--- src/rtl/bus_cmd_decoder.sv ---
module bus_cmd_decoder (
  input  logic       clk,
  input  logic       rst_n,
  input  logic [2:0] bus_stat,
  output logic       ale,
  output logic       xcvr_en,
  output logic       xcvr_dir,
  output logic       mem_rd_n,
  output logic       mem_wr_n,
  output logic       mem_wr_early_n,
  output logic       io_rd_n,
  output logic       io_wr_n,
  output logic       io_wr_early_n,
  output logic       int_ack_n
);

  localparam logic [2:0] ST_INTA  = 3'b000;
  localparam logic [2:0] ST_IORD  = 3'b001;
  localparam logic [2:0] ST_IOWR  = 3'b010;
  localparam logic [2:0] ST_HALT  = 3'b011;
  localparam logic [2:0] ST_FETCH = 3'b100;
  localparam logic [2:0] ST_MRD   = 3'b101;
  localparam logic [2:0] ST_MWR   = 3'b110;
  localparam logic [2:0] ST_IDLE  = 3'b111;

  localparam logic [2:0] PH_REST = 3'd0;
  localparam logic [2:0] PH_ONE  = 3'd1;
  localparam logic [2:0] PH_TWO  = 3'd2;
  localparam logic [2:0] PH_THR  = 3'd3;
  localparam logic [2:0] PH_HOLD = 3'd4;

  logic [2:0] phase;
  logic [2:0] kind;

  always_ff @(posedge clk or negedge rst_n) begin
    if (!rst_n) begin
      phase <= PH_REST;
      kind  <= ST_IDLE;
    end else if (bus_stat == ST_IDLE) begin
      phase <= PH_REST;
      kind  <= ST_IDLE;
    end else if (phase == PH_REST) begin
      phase <= PH_ONE;
      kind  <= bus_stat;
    end else if (phase != PH_HOLD) begin
      phase <= phase + 3'd1;
    end
  end

  logic in_cyc, cmd_win, adv_win;
  logic is_mrd, is_mwr, is_iord, is_iowr, is_inta;

  assign in_cyc  = (phase != PH_REST);
  assign cmd_win = (phase == PH_TWO) || (phase == PH_THR);
  assign adv_win = (phase == PH_ONE) || (phase == PH_TWO);

  assign is_mrd  = (kind == ST_FETCH) || (kind == ST_MRD);
  assign is_mwr  = (kind == ST_MWR);
  assign is_iord = (kind == ST_IORD);
  assign is_iowr = (kind == ST_IOWR);
  assign is_inta = (kind == ST_INTA);

  assign ale            = (phase == PH_ONE);
  assign mem_rd_n       = ~(cmd_win & is_mrd);
  assign mem_wr_n       = ~(cmd_win & is_mwr);
  assign io_rd_n        = ~(cmd_win & is_iord);
  assign io_wr_n        = ~(cmd_win & is_iowr);
  assign int_ack_n      = ~(cmd_win & is_inta);
  assign mem_wr_early_n = ~(adv_win & is_mwr);
  assign io_wr_early_n  = ~(adv_win & is_iowr);
  assign xcvr_en        = cmd_win & (kind != ST_HALT);
  assign xcvr_dir       = ~(in_cyc & (is_mrd | is_iord | is_inta));

  p_ale_single_r2: assert property (@(posedge clk) disable iff (!rst_n)
    ale |=> !ale);

  p_en_tracks_cmd_r9: assert property (@(posedge clk) disable iff (!rst_n)
    xcvr_en == (!mem_rd_n || !mem_wr_n || !io_rd_n || !io_wr_n || !int_ack_n));

  p_dir_settled_r9: assert property (@(posedge clk) disable iff (!rst_n)
    $rose(xcvr_en) |-> $stable(xcvr_dir));

  p_one_cmd_r4: assert property (@(posedge clk) disable iff (!rst_n)
    $countones({~mem_rd_n, ~mem_wr_n, ~io_rd_n, ~io_wr_n, ~int_ack_n}) <= 1);

  p_mem_early_r6: assert property (@(posedge clk) disable iff (!rst_n)
    $fell(mem_wr_n) |-> $past(!mem_wr_early_n));

  p_io_early_r6: assert property (@(posedge clk) disable iff (!rst_n)
    $fell(io_wr_n) |-> $past(!io_wr_early_n));

  p_halt_quiet_r8: assert property (@(posedge clk) disable iff (!rst_n)
    (kind == ST_HALT) |-> (!xcvr_en && mem_rd_n && io_rd_n && int_ack_n));

  p_passive_rest_r10: assert property (@(posedge clk) disable iff (!rst_n)
    (bus_stat == ST_IDLE) |=> (!ale && !xcvr_en && xcvr_dir && mem_rd_n && mem_wr_n
                              && io_rd_n && io_wr_n && int_ack_n
                              && mem_wr_early_n && io_wr_early_n));

endmodule

--- config.mk ---
export PLATFORM = sky130hd
export DESIGN_NAME = bus_cmd_decoder
export DESIGN_NICKNAME = d
export VERILOG_FILES = /design/src/rtl/bus_cmd_decoder.sv
export SDC_FILE = /design/constraint.sdc
export NUM_CORES = 1
export LEC_CHECK = 0
export ABC_AREA = 1
export BUFFER_PORTS_ARGS = -buffer_cell sky130_fd_sc_hd__buf_2
export CAP_MARGIN = 25
export CELL_PAD_IN_SITES_DETAIL_PLACEMENT = 2
export CELL_PAD_IN_SITES_GLOBAL_PLACEMENT = 2
export CORE_MARGIN = 5
export CORE_UTILIZATION = 25
export DETAILED_ROUTE_END_ITERATION = 8
export PLACE_DENSITY_LB_ADDON = 0.1
export SETUP_SLACK_MARGIN = 0.02
export SYNTH_ARGS = -nofsm -noshare
export SYNTH_HDL_FRONTEND = slang
export SYNTH_SLANG_ARGS = --single-unit
--- constraint.sdc ---
create_clock -name clk -period 2.31 [get_ports clk]
set_input_delay 0.3465 -clock clk [delete_from_list [all_inputs] [get_ports clk]]
set_output_delay 0.3465 -clock clk [all_outputs]
set_load 0.01 [all_outputs]
==> out/metrics.cfg, run 1 <==
[run_status]
status = finished, final reports clean

[yosys]
syn_nets = 71
async_flop_share = 1.000
synth_common_cells = 16 x nand2_1, 10 x inv_1, 9 x nand3_1, 9 x nor2_1, 5 x ha_1
ys_seq_area_frac = 0.3607
yosysUniqueCellTypes = 12
ys.flop_type = dfstp_2
synth_top_area_cell = dfstp_2
synth.top_cell.area_share = 0.1848
syn-cell-area_um2 = 426.7
synth_seq_cells = 6
yosys.cell_count.top_type = nand2_1
avgSynthCellArea_um2 = 6.994
synth_edf_count = 0
yosys_warnings = 0
synth_cells = 61
ys_top_cells_by_area = dfstp_2 18%, dfrtp_1 18%, ha_1 15%, nand2_1 14%, nand3_1 11%

[drt]
wl_per_cell_um = 11.52
wl_um = 1117
m1WireLength_um = 525
num_vias = 448
drt_iter0_markers = 2
avgViaCountPerCell = 4.619
wl_met2_um = 499
drtAntennaViolNets = 0
first_pass_iters = 4
wl_met3_um = 71
drcViolationCount = 0
topRoutingLayerUsed = met4

[floorplanning]
num_rows = 15
initial_core_util = 0.2554
io-pin-count = 15
die_y_um = 51.31
die_x_um = 51.31
coreArea_um2 = 1670
die_area_um2 = 2633

[clocking]
cts_sinks = 6
cts_max_level = 1
clkTransAtPathRegs_ns = 0.05
tritoncts = done
cts_setup_buffers = 0
numCtsBuffers = 3
cts.path.max_buffers = 2
clock_latency_ns = 0.25
cts_root_buf = clkbuf_4

[grt]
grt_usage = 0.1005
overflow = 0
antenna_found_initial = 0
grt_max_degree = 7
grt_pass1_vias = 451
grt_pass1_wl_um = 1932

[sta]
tightestPinTransition_ns = 0.3998
hold_viol = 0
fin_skew_ns = 0.007672
setup_viol = 0
period_share = 0.8435
timing.fmax_ghz = 0.5132
slew_headroom = 0.7329
period_minus_slack_ns = 1.948
tns_ns = 0
drv_slew = 0
rsz0062_at_grt = false

[critical_path]
critPathKind = flop to output pin
crit_fanout = 6
cp_common_cell = inv_1
critPathTopFamily = flip-flops
slowest_delay_ns = 0.41
worst_path_max_delay_cell = dfrtp_1
critPathCaptureType = output pin
cp-startpoint = phase[0]$_DFFE_PN0P_
start_kind = flop
r2r-start = phase[0]$_DFFE_PN0P_
critPathArrivalTime_ns = 1.60
path_cells = inv_1 -> ha_1 -> inv_1 -> o21bai_1 -> nand3_1 -> buf_2
critPathRequiredTime_ns = 1.96
path_buf_inv = 3

[worst_hold_path]
hold_start = bus_stat[2]
min_path_type = input port to flop

[power_and_ir_drop]
peakVddDrop_uv = 517.2
p_per_area_nw_per_um2 = 1373
leakagePower_nw = 0.3008
switching_share = 0.4754
power_frac_comb = 0.533
clockPowerShare = 0.142
seqPwrFrac = 0.325
p_int_w = 0.0003992
p_sw_w = 0.0003617

[finish]
antenna_cells = 0
syn_to_final_growth_pct = 29.91
nets = 91
fin_area_um2 = 554.3
fin_util = 0.3318
finalNonFillerCells = 97
drive_above_1_share = 0.2875

[placement]
place_inst = 92
port-buffer-count = 14
hpwlAfterDp_um = 944.3
globalplace.congestion = 0.6673
dpl_cell_area_um2 = 518.0

[flow_run]
drv_cap = 0

## power groups by stage
stage | Sequential [W] | Combinational (W) | Clock (W)
finish | 0.000248 | 0.000405 | 0.000108
global route | 0.000258 | 0.000479 | 0.000125
CTS | 0.000250 | 0.000421 | 0.000112
detailed placement | 0.000252 | 0.000417 | 0
global placement | 0.000251 | 0.000410 | 0
floorplan | 0.000229 | 0.000296 | 0
## registers in the layout, indices dropped and copies added (netlist names)
name	cells
phase	3
kind	3
## area by class of cell
type | count | area, µm²
tap | 17 | 21.27
multi-input combinational | 44 | 231.5
fill | 213 | 1116
inverter | 11 | 41.29
sequential | 6 | 153.9
timing repair buffer | 15 | 80.08
clock buffer | 4 | 26.28
## layer usage
metal / vias to the layer above / global-route usage
met1: 208 / 0.1174
li1: 223 / -
met3: 4 / 0.02624
met5: - / 0
met2: 13 / 0.1609
met4: 0 / 0.06550
## logic make-up after synthesis
kind of cell / Yosys count / share of synthesized area
AO/OA/AOI/OAI: 3 / 0.04104
adder cells (fa/ha/maj): 5 / 0.1466
buffers and inverters: 11 / 0.09678
flip-flops: 6 / 0.3607
AND/OR/NAND/NOR: 36 / 0.3548
## worst min-delay path, cell delays in order
cell	delay, ns
buf_2	0.10
nand2_1	0.05
nand2_1	0.04
## timing repair
| action | CTS | global route |
|---|---|---|
| hold buffers | 1 | 0 |
| hold endpoints to repair | 3 | 0 |
| setup endpoints to repair | 0 | 0 |
| gates resized for setup | 0 | 0 |
## final timing paths
path                                   endpoint  slack [ns]  depth (start not counted)
setup / recovery                       mem_rd_n        0.36                          6
hold / removal              kind[2]$_DFFE_PN1P_        0.30                          3
setup reg to reg            kind[1]$_DFFE_PN1P_        1.06                          6
hold reg to reg             kind[0]$_DFFE_PN1P_        0.51                          2
max in group asynchronous   kind[2]$_DFFE_PN1P_        1.63                          2
min in group asynchronous  phase[2]$_DFFE_PN0P_        0.45                          2
## stage by stage
stage	total power (W)	hold WS (ns)	setup slack [ns]
after floorplan	0.0005247	0.05091	0.8624
after global placement	0.0006610	0.1798	0.6548
after detailed placement	0.0006694	0.1808	0.5994
after CTS	0.0007838	0.3004	0.3211
after global routing	0.0008618	0.3091	0.1688
final	0.0007609	0.3041	0.3615
## cell usage in the layout (no fill, tap or decap), types with 2 or more instances in the layout
| master | count |
|---|---|
| dfrtp_1 | 3 |
| ha_1 | 5 |
| buf_2 | 14 |
| nand3_1 | 9 |
| clkbuf_4 | 3 |
| nand2_2 | 2 |
| nor2_1 | 9 |
| nand2_1 | 16 |
| dfstp_2 | 3 |
| inv_1 | 10 |
Power figures use the tool's default switching activity.
==> run 2, diff against run 1 <==
CORE_UTILIZATION = 24   (was 25)
clock period = 1.85 ns   (was 2.31 ns; I/O delays follow)
==> out/metrics.cfg, run 2 (synthesis gave the netlist of run 1 again) <==
[critical_path]
critPathKind = flop to output pin
start_kind = flop
critPathCaptureType = output pin
crit_fanout = 6  ; unchanged
critPathArrivalTime_ns = 1.44  ; -0.16 ns
critPathRequiredTime_ns = 1.57  ; -0.39 ns

[sta]
timing.final.ws_setup_ns = 0.1352  ; -0.2263 ns
drv_slew = 0  ; unchanged
hold_viol = 0  ; unchanged
fin_skew_ns = 0.003962  ; -0.003710 ns
setup_viol = 0  ; unchanged
period_minus_slack_ns = 1.715
whs_ns = 0.2480  ; -0.05614 ns
timing.fmax_ghz = 0.5832
tns_ns = 0  ; unchanged
rsz0062_at_grt = false
period_share = 0.9269
tightestPinTransition_ns = 0.2293  ; -0.1705 ns
slew_headroom = 0.8467  ; +0.1138

[finish]
nets = 93  ; +2.2%
seq_area_um2 = 155.1  ; +0.81%
final_common_cell = nand2_1
multi_input_area_um2 = 245.2  ; +5.9%
reg_top3 = kind: 3 flops, phase: 3 flops
nFillCells = 227  ; +6.6%
final_cell_mix = 16 x nand2_1, 14 x buf_2, 10 x inv_1, 9 x nor2_1, 9 x nand3_1
fin_area_um2 = 594.3  ; +7.2%
syn_to_final_growth_pct = 39.30
drive_above_1_share = 0.3415  ; +0.05396
antenna_cells = 0  ; unchanged

[clocking]
cts.path.max_buffers = 2  ; unchanged
cts_root_buf = clkbuf_4
tritoncts = done
cts_sinks = 6  ; unchanged
cts_max_level = 1  ; unchanged
numCtsBuffers = 3  ; unchanged
clock_latency_ns = 0.24  ; about the same
clkTransAtPathRegs_ns = 0.05  ; about the same

[drt]
first_pass_iters = 3  ; -1
num_vias = 445  ; -0.67%
drt_iter0_markers = 2  ; unchanged
wl_um = 1217  ; +9.0%
drcViolationCount = 0  ; unchanged
avgViaCountPerCell = 4.159  ; -10%
wl_per_cell_um = 11.37  ; -1.2%
drtAntennaViolNets = 0  ; unchanged

[grt]
grt_pass1_wl_um = 2035  ; +5.3%
grt_max_degree = 7  ; unchanged
overflow = 0  ; unchanged
antenna_found_initial = 0  ; unchanged
grt_pass1_vias = 492  ; +9.1%
grt_usage = 0.1031  ; +0.002612

[power_and_ir_drop]
leakagePower_nw = 0.3124  ; +3.9%
fin_total_pwr_w = 0.001016  ; +34%
p_sw_w = 0.0004775  ; +32%
switching_share = 0.4698  ; -0.005612
seqPwrFrac = 0.314  ; -0.011
p_int_w = 0.0005390  ; +35%
peakVddDrop_uv = 520.4  ; +0.62%
p_per_area_nw_per_um2 = 1710  ; +25%
power_frac_comb = 0.556  ; +0.023
clockPowerShare = 0.130  ; -0.012

[floorplanning]
num_rows = 15  ; unchanged
io-pin-count = 15  ; unchanged
coreArea_um2 = 1708  ; +2.2%
die_x_um = 52.17  ; +1.7%
initial_core_util = 0.2498  ; -0.005614
die_area_um2 = 2721  ; +3.4%
die_y_um = 52.17  ; +1.7%

[placement]
hpwlAfterDp_um = 975.2  ; +3.3%
dpl_cell_area_um2 = 528.0  ; +1.9%
globalplace.congestion = 0.6791  ; +1.8%
place_ws_ns = 0.2282  ; -0.3712 ns
port-buffer-count = 14  ; unchanged

[flow_run]
drv_cap = 0  ; unchanged

[worst_hold_path]
min_path_type = input port to flop

[run_status]
status = finished, final reports clean

==> run 2: cell count changes in the layout (fill, tap and decap cells not counted) <==
| cell | change |
|---|---|
| dfrtp_2 | +1 |
| dfrtp_1 | -1 |
| ha_1 | -1 |
| o21bai_1 | -1 |
| o21bai_4 | +1 |
| ha_2 | +1 |
| buf_4 | +2 |
==> run 2: metal layers <==
metal | vias up | part of all wire | GRT usage
met5 | - | 0 | 0
met4 | 0 | 0.0074 | 0.05106
met3 | 2 | 0.047 | 0.01719
met2 | 10 | 0.50 | 0.1799
met1 | 204 | 0.44 | 0.1202
li1 | 229 | - | -
==> run 2: metrics by stage <==
stage,utilization,cells
after CTS,0.3326,105
after global routing,0.3480,107
after floorplan,-,61
after global placement,0.3092,100
final,0.3480,107
after detailed placement,0.3092,100
==> run 2: final cells by class <==
cell class	instances	area share
timing repair buffer	17	0.1600
multi-input combinational	44	0.4126
inverter	11	0.06947
clock buffer	4	0.04421
sequential	6	0.2611
tap	25	0.05263
==> run 2: worst paths after layout <==
path | startpoint | end | slack, ns | cells after the start
worst min-delay path | bus_stat[1] | kind[1]$_DFFE_PN1P_ | 0.25 | 3
max in group asynchronous | rst_n | kind[1]$_DFFE_PN1P_ | 1.24 | 2
min in group asynchronous | rst_n | phase[1]$_DFFE_PN0P_ | 0.39 | 2
worst min register to register | kind[0]$_DFFE_PN1P_ | kind[0]$_DFFE_PN1P_ | 0.51 | 2
worst max-delay path | phase[0]$_DFFE_PN0P_ | xcvr_en | 0.14 | 6
worst max register to register | phase[0]$_DFFE_PN0P_ | kind[2]$_DFFE_PN1P_ | 0.59 | 6
==> run 2: critical path: stages, from the launching register on <==
cell and delay [ns]:
dfrtp_1 0.41, ha_2 0.20, ha_1 0.17, o21bai_4 0.19, nand2_1 0.07, inv_1 0.03
buf_2 0.12
==> run 2: power by group through the flow <==
| stage | Combinational (W) | Clock (W) | Sequential (W) |
|---|---|---|---|
| 6_report | 0.000565 | 0.000132 | 0.000319 |
| 5_1_grt | 0.000658 | 0.000147 | 0.000333 |
| 4_1_cts | 0.000543 | 0.000138 | 0.000316 |
| 3_5_place_dp | 0.000527 | 0 | 0.000318 |
| 3_3_place_gp | 0.000516 | 0 | 0.000311 |
| 2_1_floorplan | 0.000369 | 0 | 0.000286 |
==> run 2: timing repair <==
item | in CTS | in global routing
hold endpoints to repair | 3 | 0
setup buffers | 0 | 2
hold buffers | 1 | 0
gates cloned | 0 | 0
setup endpoints to repair | 6 | 6
gates resized for setup | 1 | 3
